### config.mk
export PLATFORM = sky130hd
export DESIGN_NAME = sha256_compress
export DESIGN_NICKNAME = d
export VERILOG_FILES = /design/src/rtl/sha_pkg.sv /design/src/rtl/sha_ctrl.sv /design/src/rtl/sha_sched.sv /design/src/rtl/sha_round.sv /design/src/rtl/sha256_compress.sv
export SDC_FILE = /design/constraint.sdc
export NUM_CORES = 2
export LEC_CHECK = 0
export BUFFER_PORTS_ARGS = -buffer_cell sky130_fd_sc_hd__buf_2
export CAP_MARGIN = 15
export CORE_MARGIN = 5
export CORE_UTILIZATION = 50
export DETAILED_ROUTE_END_ITERATION = 12
export PLACE_DENSITY = 0.77
export SLEW_MARGIN = 20
export SYNTH_ARGS = -nofsm -noshare
export SYNTH_HDL_FRONTEND = slang
export SYNTH_SLANG_ARGS = --single-unit
### constraint.sdc
create_clock -name clk -period 17.5 [get_ports clk]
set_input_delay 3.5 -clock clk [delete_from_list [all_inputs] [get_ports clk]]
set_output_delay 3.5 -clock clk [all_outputs]
set_load 0.1 [all_outputs]
### src/rtl/sha_pkg.sv
package sha_pkg;

    localparam int WORD_W     = 32;
    localparam int NUM_ROUNDS = 64;
    localparam int WIN_DEPTH  = 16;
    localparam int NUM_HWORDS = 8;
    localparam int RND_W      = $clog2(NUM_ROUNDS);
    localparam int WIN_W      = $clog2(WIN_DEPTH);
    localparam int BLOCK_W    = WORD_W * WIN_DEPTH;
    localparam int STATE_W    = WORD_W * NUM_HWORDS;

    typedef logic [WORD_W-1:0] word_t;

    typedef struct packed {
        word_t a; word_t b; word_t c; word_t d;
        word_t e; word_t f; word_t g; word_t h;
    } work_t;

    typedef enum logic [1:0] {
        ST_IDLE = 2'd0,
        ST_RUN  = 2'd1,
        ST_FIN  = 2'd2
    } ctrl_e;

    localparam word_t RC_TAB [NUM_ROUNDS] = '{
        32'h428a2f98, 32'h71374491, 32'hb5c0fbcf, 32'he9b5dba5,
        32'h3956c25b, 32'h59f111f1, 32'h923f82a4, 32'hab1c5ed5,
        32'hd807aa98, 32'h12835b01, 32'h243185be, 32'h550c7dc3,
        32'h72be5d74, 32'h80deb1fe, 32'h9bdc06a7, 32'hc19bf174,
        32'he49b69c1, 32'hefbe4786, 32'h0fc19dc6, 32'h240ca1cc,
        32'h2de92c6f, 32'h4a7484aa, 32'h5cb0a9dc, 32'h76f988da,
        32'h983e5152, 32'ha831c66d, 32'hb00327c8, 32'hbf597fc7,
        32'hc6e00bf3, 32'hd5a79147, 32'h06ca6351, 32'h14292967,
        32'h27b70a85, 32'h2e1b2138, 32'h4d2c6dfc, 32'h53380d13,
        32'h650a7354, 32'h766a0abb, 32'h81c2c92e, 32'h92722c85,
        32'ha2bfe8a1, 32'ha81a664b, 32'hc24b8b70, 32'hc76c51a3,
        32'hd192e819, 32'hd6990624, 32'hf40e3585, 32'h106aa070,
        32'h19a4c116, 32'h1e376c08, 32'h2748774c, 32'h34b0bcb5,
        32'h391c0cb3, 32'h4ed8aa4a, 32'h5b9cca4f, 32'h682e6ff3,
        32'h748f82ee, 32'h78a5636f, 32'h84c87814, 32'h8cc70208,
        32'h90befffa, 32'ha4506ceb, 32'hbef9a3f7, 32'hc67178f2
    };

    localparam logic [STATE_W-1:0] START_HASH = {
        32'h6a09e667, 32'hbb67ae85, 32'h3c6ef372, 32'ha54ff53a,
        32'h510e527f, 32'h9b05688c, 32'h1f83d9ab, 32'h5be0cd19
    };

    function automatic word_t rotr(word_t x, int n);
        return (x >> n) | (x << (WORD_W - n));
    endfunction

    function automatic word_t f_choose(word_t x, word_t y, word_t z);
        return (x & y) ^ (~x & z);
    endfunction

    function automatic word_t f_major(word_t x, word_t y, word_t z);
        return (x & y) ^ (x & z) ^ (y & z);
    endfunction

    function automatic word_t big_s0(word_t x);
        return rotr(x, 2) ^ rotr(x, 13) ^ rotr(x, 22);
    endfunction

    function automatic word_t big_s1(word_t x);
        return rotr(x, 6) ^ rotr(x, 11) ^ rotr(x, 25);
    endfunction

    function automatic word_t sml_s0(word_t x);
        return rotr(x, 7) ^ rotr(x, 18) ^ (x >> 3);
    endfunction

    function automatic word_t sml_s1(word_t x);
        return rotr(x, 17) ^ rotr(x, 19) ^ (x >> 10);
    endfunction

endpackage

### src/rtl/sha_ctrl.sv
module sha_ctrl
    import sha_pkg::*;
(
    input  logic             clk,
    input  logic             rst,
    input  logic             in_valid,
    output logic             in_ready,
    output logic             load,
    output logic             round_en,
    output logic [RND_W-1:0] round_idx,
    output logic             finish
);

    ctrl_e            st_q;
    logic [RND_W-1:0] cnt_q;

    localparam logic [RND_W-1:0] LAST_RND = RND_W'(NUM_ROUNDS - 1);

    assign in_ready  = (st_q == ST_IDLE);
    assign load      = in_ready && in_valid;
    assign round_en  = (st_q == ST_RUN);
    assign finish    = (st_q == ST_FIN);
    assign round_idx = cnt_q;

    always_ff @(posedge clk) begin
        if (rst) begin
            st_q  <= ST_IDLE;
            cnt_q <= '0;
        end else begin
            unique case (st_q)
                ST_IDLE: if (in_valid) begin
                    st_q  <= ST_RUN;
                    cnt_q <= '0;
                end
                ST_RUN: begin
                    cnt_q <= cnt_q + 1'b1;
                    if (cnt_q == LAST_RND) st_q <= ST_FIN;
                end
                ST_FIN:  st_q <= ST_IDLE;
                default: st_q <= ST_IDLE;
            endcase
        end
    end

    // an accepted block closes the door on the next cycle
    a_r2_accept_drops_ready: assert property (@(posedge clk) disable iff (rst)
        (in_valid && in_ready) |=> !in_ready);

    // one round per edge, no skipped or repeated index
    a_r3_round_step: assert property (@(posedge clk) disable iff (rst)
        (round_en && cnt_q != LAST_RND) |=> (round_en && cnt_q == $past(cnt_q) + 1'b1));

    // the last round is always followed by the feed-forward cycle
    a_r3_last_then_fin: assert property (@(posedge clk) disable iff (rst)
        (round_en && cnt_q == LAST_RND) |=> finish);

endmodule

### src/rtl/sha_sched.sv
module sha_sched
    import sha_pkg::*;
(
    input  logic               clk,
    input  logic               rst,
    input  logic               load,
    input  logic [BLOCK_W-1:0] block,
    input  logic               en,
    input  logic [RND_W-1:0]   idx,
    output word_t              w_cur
);

    word_t            win_q [WIN_DEPTH];
    logic [WIN_W-1:0] slot;
    word_t            w_new;

    assign slot = idx[WIN_W-1:0];

    // Slot arithmetic wraps modulo the window depth on its own.
    assign w_new = sml_s1(win_q[slot - WIN_W'(2)]) + win_q[slot - WIN_W'(7)]
                 + sml_s0(win_q[slot - WIN_W'(15)]) + win_q[slot];

    assign w_cur = (idx < RND_W'(WIN_DEPTH)) ? win_q[slot] : w_new;

    generate
        for (genvar i = 0; i < WIN_DEPTH; i++) begin : g_slot
            always_ff @(posedge clk) begin
                if (rst)
                    win_q[i] <= '0;
                else if (load)
                    win_q[i] <= block[BLOCK_W-1-i*WORD_W -: WORD_W];
                else if (en && slot == WIN_W'(i))
                    win_q[i] <= w_cur;
            end
        end
    endgenerate

    // input words pass through unchanged during the first rounds
    a_r6_raw_words: assert property (@(posedge clk) disable iff (rst)
        (en && idx < RND_W'(WIN_DEPTH)) |=> (win_q[$past(slot)] == $past(w_cur)));

endmodule

### src/rtl/sha_round.sv
module sha_round
    import sha_pkg::*;
(
    input  work_t cur,
    input  word_t w,
    input  word_t k,
    output work_t nxt
);

    word_t t1, t2;

    always_comb begin
        t1 = cur.h + big_s1(cur.e) + f_choose(cur.e, cur.f, cur.g) + k + w;
        t2 = big_s0(cur.a) + f_major(cur.a, cur.b, cur.c);
        nxt.a = t1 + t2;
        nxt.b = cur.a;
        nxt.c = cur.b;
        nxt.d = cur.c;
        nxt.e = cur.d + t1;
        nxt.f = cur.e;
        nxt.g = cur.f;
        nxt.h = cur.g;
    end

endmodule

### src/rtl/sha256_compress.sv
module sha256_compress
    import sha_pkg::*;
(
    input  logic         clk,
    input  logic         rst,
    input  logic         in_valid,
    output logic         in_ready,
    input  logic [511:0] in_block,
    input  logic [255:0] in_state,
    input  logic         in_use_iv,
    output logic         out_valid,
    output logic [255:0] out_state
);

    logic             load, round_en, finish;
    logic [RND_W-1:0] round_idx;
    word_t            w_cur;
    work_t            work_q, chain_q, work_nxt, sum;
    logic             ov_q;
    logic [255:0]     os_q;

    sha_ctrl u_ctrl (
        .clk       (clk),
        .rst       (rst),
        .in_valid  (in_valid),
        .in_ready  (in_ready),
        .load      (load),
        .round_en  (round_en),
        .round_idx (round_idx),
        .finish    (finish)
    );

    sha_sched u_sched (
        .clk   (clk),
        .rst   (rst),
        .load  (load),
        .block (in_block),
        .en    (round_en),
        .idx   (round_idx),
        .w_cur (w_cur)
    );

    sha_round u_round (
        .cur (work_q),
        .w   (w_cur),
        .k   (RC_TAB[round_idx]),
        .nxt (work_nxt)
    );

    always_comb begin
        sum.a = work_q.a + chain_q.a;
        sum.b = work_q.b + chain_q.b;
        sum.c = work_q.c + chain_q.c;
        sum.d = work_q.d + chain_q.d;
        sum.e = work_q.e + chain_q.e;
        sum.f = work_q.f + chain_q.f;
        sum.g = work_q.g + chain_q.g;
        sum.h = work_q.h + chain_q.h;
    end

    always_ff @(posedge clk) begin
        if (rst) begin
            work_q  <= '0;
            chain_q <= '0;
            ov_q    <= 1'b0;
            os_q    <= '0;
        end else begin
            ov_q <= finish;
            if (load) begin
                work_q  <= in_use_iv ? work_t'(START_HASH) : work_t'(in_state);
                chain_q <= in_use_iv ? work_t'(START_HASH) : work_t'(in_state);
            end else if (round_en) begin
                work_q <= work_nxt;
            end
            if (finish) os_q <= sum;
        end
    end

    assign out_valid = ov_q;
    assign out_state = os_q;

    // the result strobe never lasts more than a cycle
    a_r3_single_pulse: assert property (@(posedge clk) disable iff (rst)
        out_valid |=> !out_valid);

    // the result only moves together with a strobe
    a_r7_hold_output: assert property (@(posedge clk) disable iff (rst)
        !out_valid |=> (out_valid || $stable(out_state)));

    // the engine is open for the next block while the strobe is high
    a_r8_ready_with_valid: assert property (@(posedge clk) disable iff (rst)
        out_valid |-> in_ready);

    // chaining value is frozen while a block is in flight
    a_r2_chain_frozen: assert property (@(posedge clk) disable iff (rst)
        !in_ready |=> $stable(chain_q));

endmodule

==> results_dict.tcl <==
set metrics [dict create \
    nNetsFinal 11320 \
    tightest_slew_ps 1210 \
    cts_hold_buf 0 \
    period_share_pct 82.36 \
    cp.arrival_ps 15140 \
    synth_ff_type "dfxtp_1" \
    critical_path_class "flop to flop" \
    max_stage_delay_ps 960 \
    drt_drc_violations_left 0 \
    drtIter0Drc 12020 \
    vias 84000 \
    cts_num_sinks 1293 \
    relSlewSlack_pct 18.46 \
    synth-edff-count 512 \
    clkTransAtPathRegs_ps 70 \
    dr.pass1.iters 8 \
    first_global_vias 80680 \
    cts_setup_buffers 0 \
    synthCells 9313 \
    cts_tree "done" \
    async_flop_share_pct 0 \
    grt_antenna_before_repair 49 \
    min_period_ps 14410 \
    cts_buffer_depth 3 \
    clock.fmax_ghz 0.06939 \
    core.rowCount 154 \
    avgViaCountPerCell 6.753 \
    min_path_type "flop to flop" \
    place.gp.congestion 1.046 \
    layout_commonest_cell "nand2_1" \
    hold_viol 0 \
    clock-root-buffer "clkbuf_16" \
    synth_nets 10690 \
    portBuffers 1029 \
    ant_nets 0 \
    drive_above_1_share_pct 20.44 \
    die_y_um 430.8 \
    cts_resized 0 \
    insertion_delay_ps 840 \
    drt_wl_total_mm 415.1 \
    critPathSlowestCell "ha_2" \
    gr-usage-all-layers_pct 43.12 \
    area.growth.synth_to_final_pct 13.63 \
    crit_fanout 56 \
    grt_pass1_wl_mm 581.9 \
    endpoint_kind "flop" \
    wl_per_cell_um 33.37 \
    yosysWarnings 0 \
    fin_skew_ps 46.86 \
    startpoint_type "flop" \
    setup_viol 0 \
    io_pins 1030 \
    syn_area_per_cell_sq_um 9.507 \
    hpwl_mm 312.1 \
    dieArea_sq_um 185600 \
    numCtsBuffers 147 \
    fin_tns_setup_ps 0 \
    htree_levels 4 \
    initial_utilization_pct 50.27 \
    grt_max_degree 202 \
    cap_violations 0 \
    outcome "finished clean" \
    syn_area_sq_um 88540 \
    ys_types 89 \
    final_max_slew_viol_count 0 \
    core_area_sq_um 176100 \
    critical_path_required_ps 18230 \
    final_cell_mix "nand2_1 (1229), buf_2 (1027), o21ai_0 (829)" \
    synth-seq-area-share_pct 35.02 \
    ys_ff_latch 1293 \
    grt_overflow_total 0 \
    grt_setup_unrepaired "no" \
    die_x_um 430.8 \
]
==> cells in the mapped netlist, drive strengths merged (16+ instances only) <==
master,count,area [sq um]
maj3,19,190.2
buf,89,399.1
a211oi,136,1031
dfxtp,781,15640
o21a,47,352.8
and2,16,100.1
a31oi,136,850.8
a311oi,18,163.9
clkbuf,603,2265
and3,34,212.7
a2111oi,28,264.0
nor2,694,2605
a22o,179,1568
nor3,175,875.8
fa,195,3904
nand2b,140,875.8
nand3,91,460.4
a21o,167,1254
ha,409,5117
edfxtp,512,15370
xnor2,387,3420
a21oi,680,3415
o31ai,27,207.7
nor2b,58,362.9
or3,34,212.7
inv,418,1569
xor2,165,1445
a22oi,57,427.9
o21ai,845,4229
o211ai,35,262.8
a221oi,42,367.9
mux2i,54,544.3
a21boi,17,127.6
nand2,1238,4647
or2,18,112.6
mux4,512,11530
o21bai,46,345.3
==> sequential cells by signal (all words and copies together), names as in the netlist, named ones only <==
signal / count
chain_q: 256
out_state: 256
u_ctrl.round_idx: 6
u_sched.win_q: 512
out_valid: 1
work_q: 256
u_ctrl.st_q: 2
==> worst paths after layout <==
kind                       startpoint  slack (ps)            end  depth (start not counted)
setup / recovery  u_ctrl.round_idx[1]        3090    work_q[255]                         46
hold / removal          out_state[72]         450  out_state[72]                          2
setup reg to reg  u_ctrl.round_idx[1]        3090    work_q[255]                         46
hold reg to reg         out_state[72]         450  out_state[72]                          2
==> per-layer routing <==
layer	routed length [um]	vias up	global-route usage, %
met4	35830	12	29.79
met1	145600	41010	53.29
met3	53740	1345	13.18
met5	277	-	0.8067
li1	-	35060	-
met2	179600	6575	64.62
==> metrics by stage <==
step                cells  utilization, %  instance area [sq um]  hold slack (ps)  setup WS (ps)
floorplan            9313               -                  88540            440.6           4000
global placement    12130           54.19                  95440            433.2           3402
detailed placement  12130           54.20                  95450            441.1           3374
CTS                 12400           57.07                 100500            450.8           3307
global route        12430           57.12                 100600            465.9           2429
finish              12440           57.13                 100600            448.4           3088
==> critical path, delay by kind of cell (launching register included) <==
family | cells | cell delay (ps)
compound gates | 20 | 4830
fa+ha+maj | 9 | 4350
xor+xnor | 4 | 1250
buf+inv | 5 | 1220
simple gates | 7 | 1000
flops | 1 | 900
mux | 1 | 670
==> area by class of cell <==
cell class,count,area (sq um)
Multi-Input combinational cell,6905,53620
Fill cell,15350,75510
Tap cell,2340,2928
Timing Repair Buffer,1171,6282
Inverter,423,1589
Clock inverter,72,878.3
Antenna cell,37,92.59
Sequential cell,1293,31030
Clock buffer,197,4184
==> cell families after synthesis <==
kind of cell	synth area share [%]
adder cells (fa/ha/maj)	10.40
AND/OR/NAND/NOR	12.42
multiplexers	13.70
AO/OA/AOI/OAI	18.13
flip-flops	35.02
buffers and inverters	4.802
XOR/XNOR	5.520
Power is not shown: default switching activity piles up to over one toggle a cycle in this logic, so the estimate is an artifact.
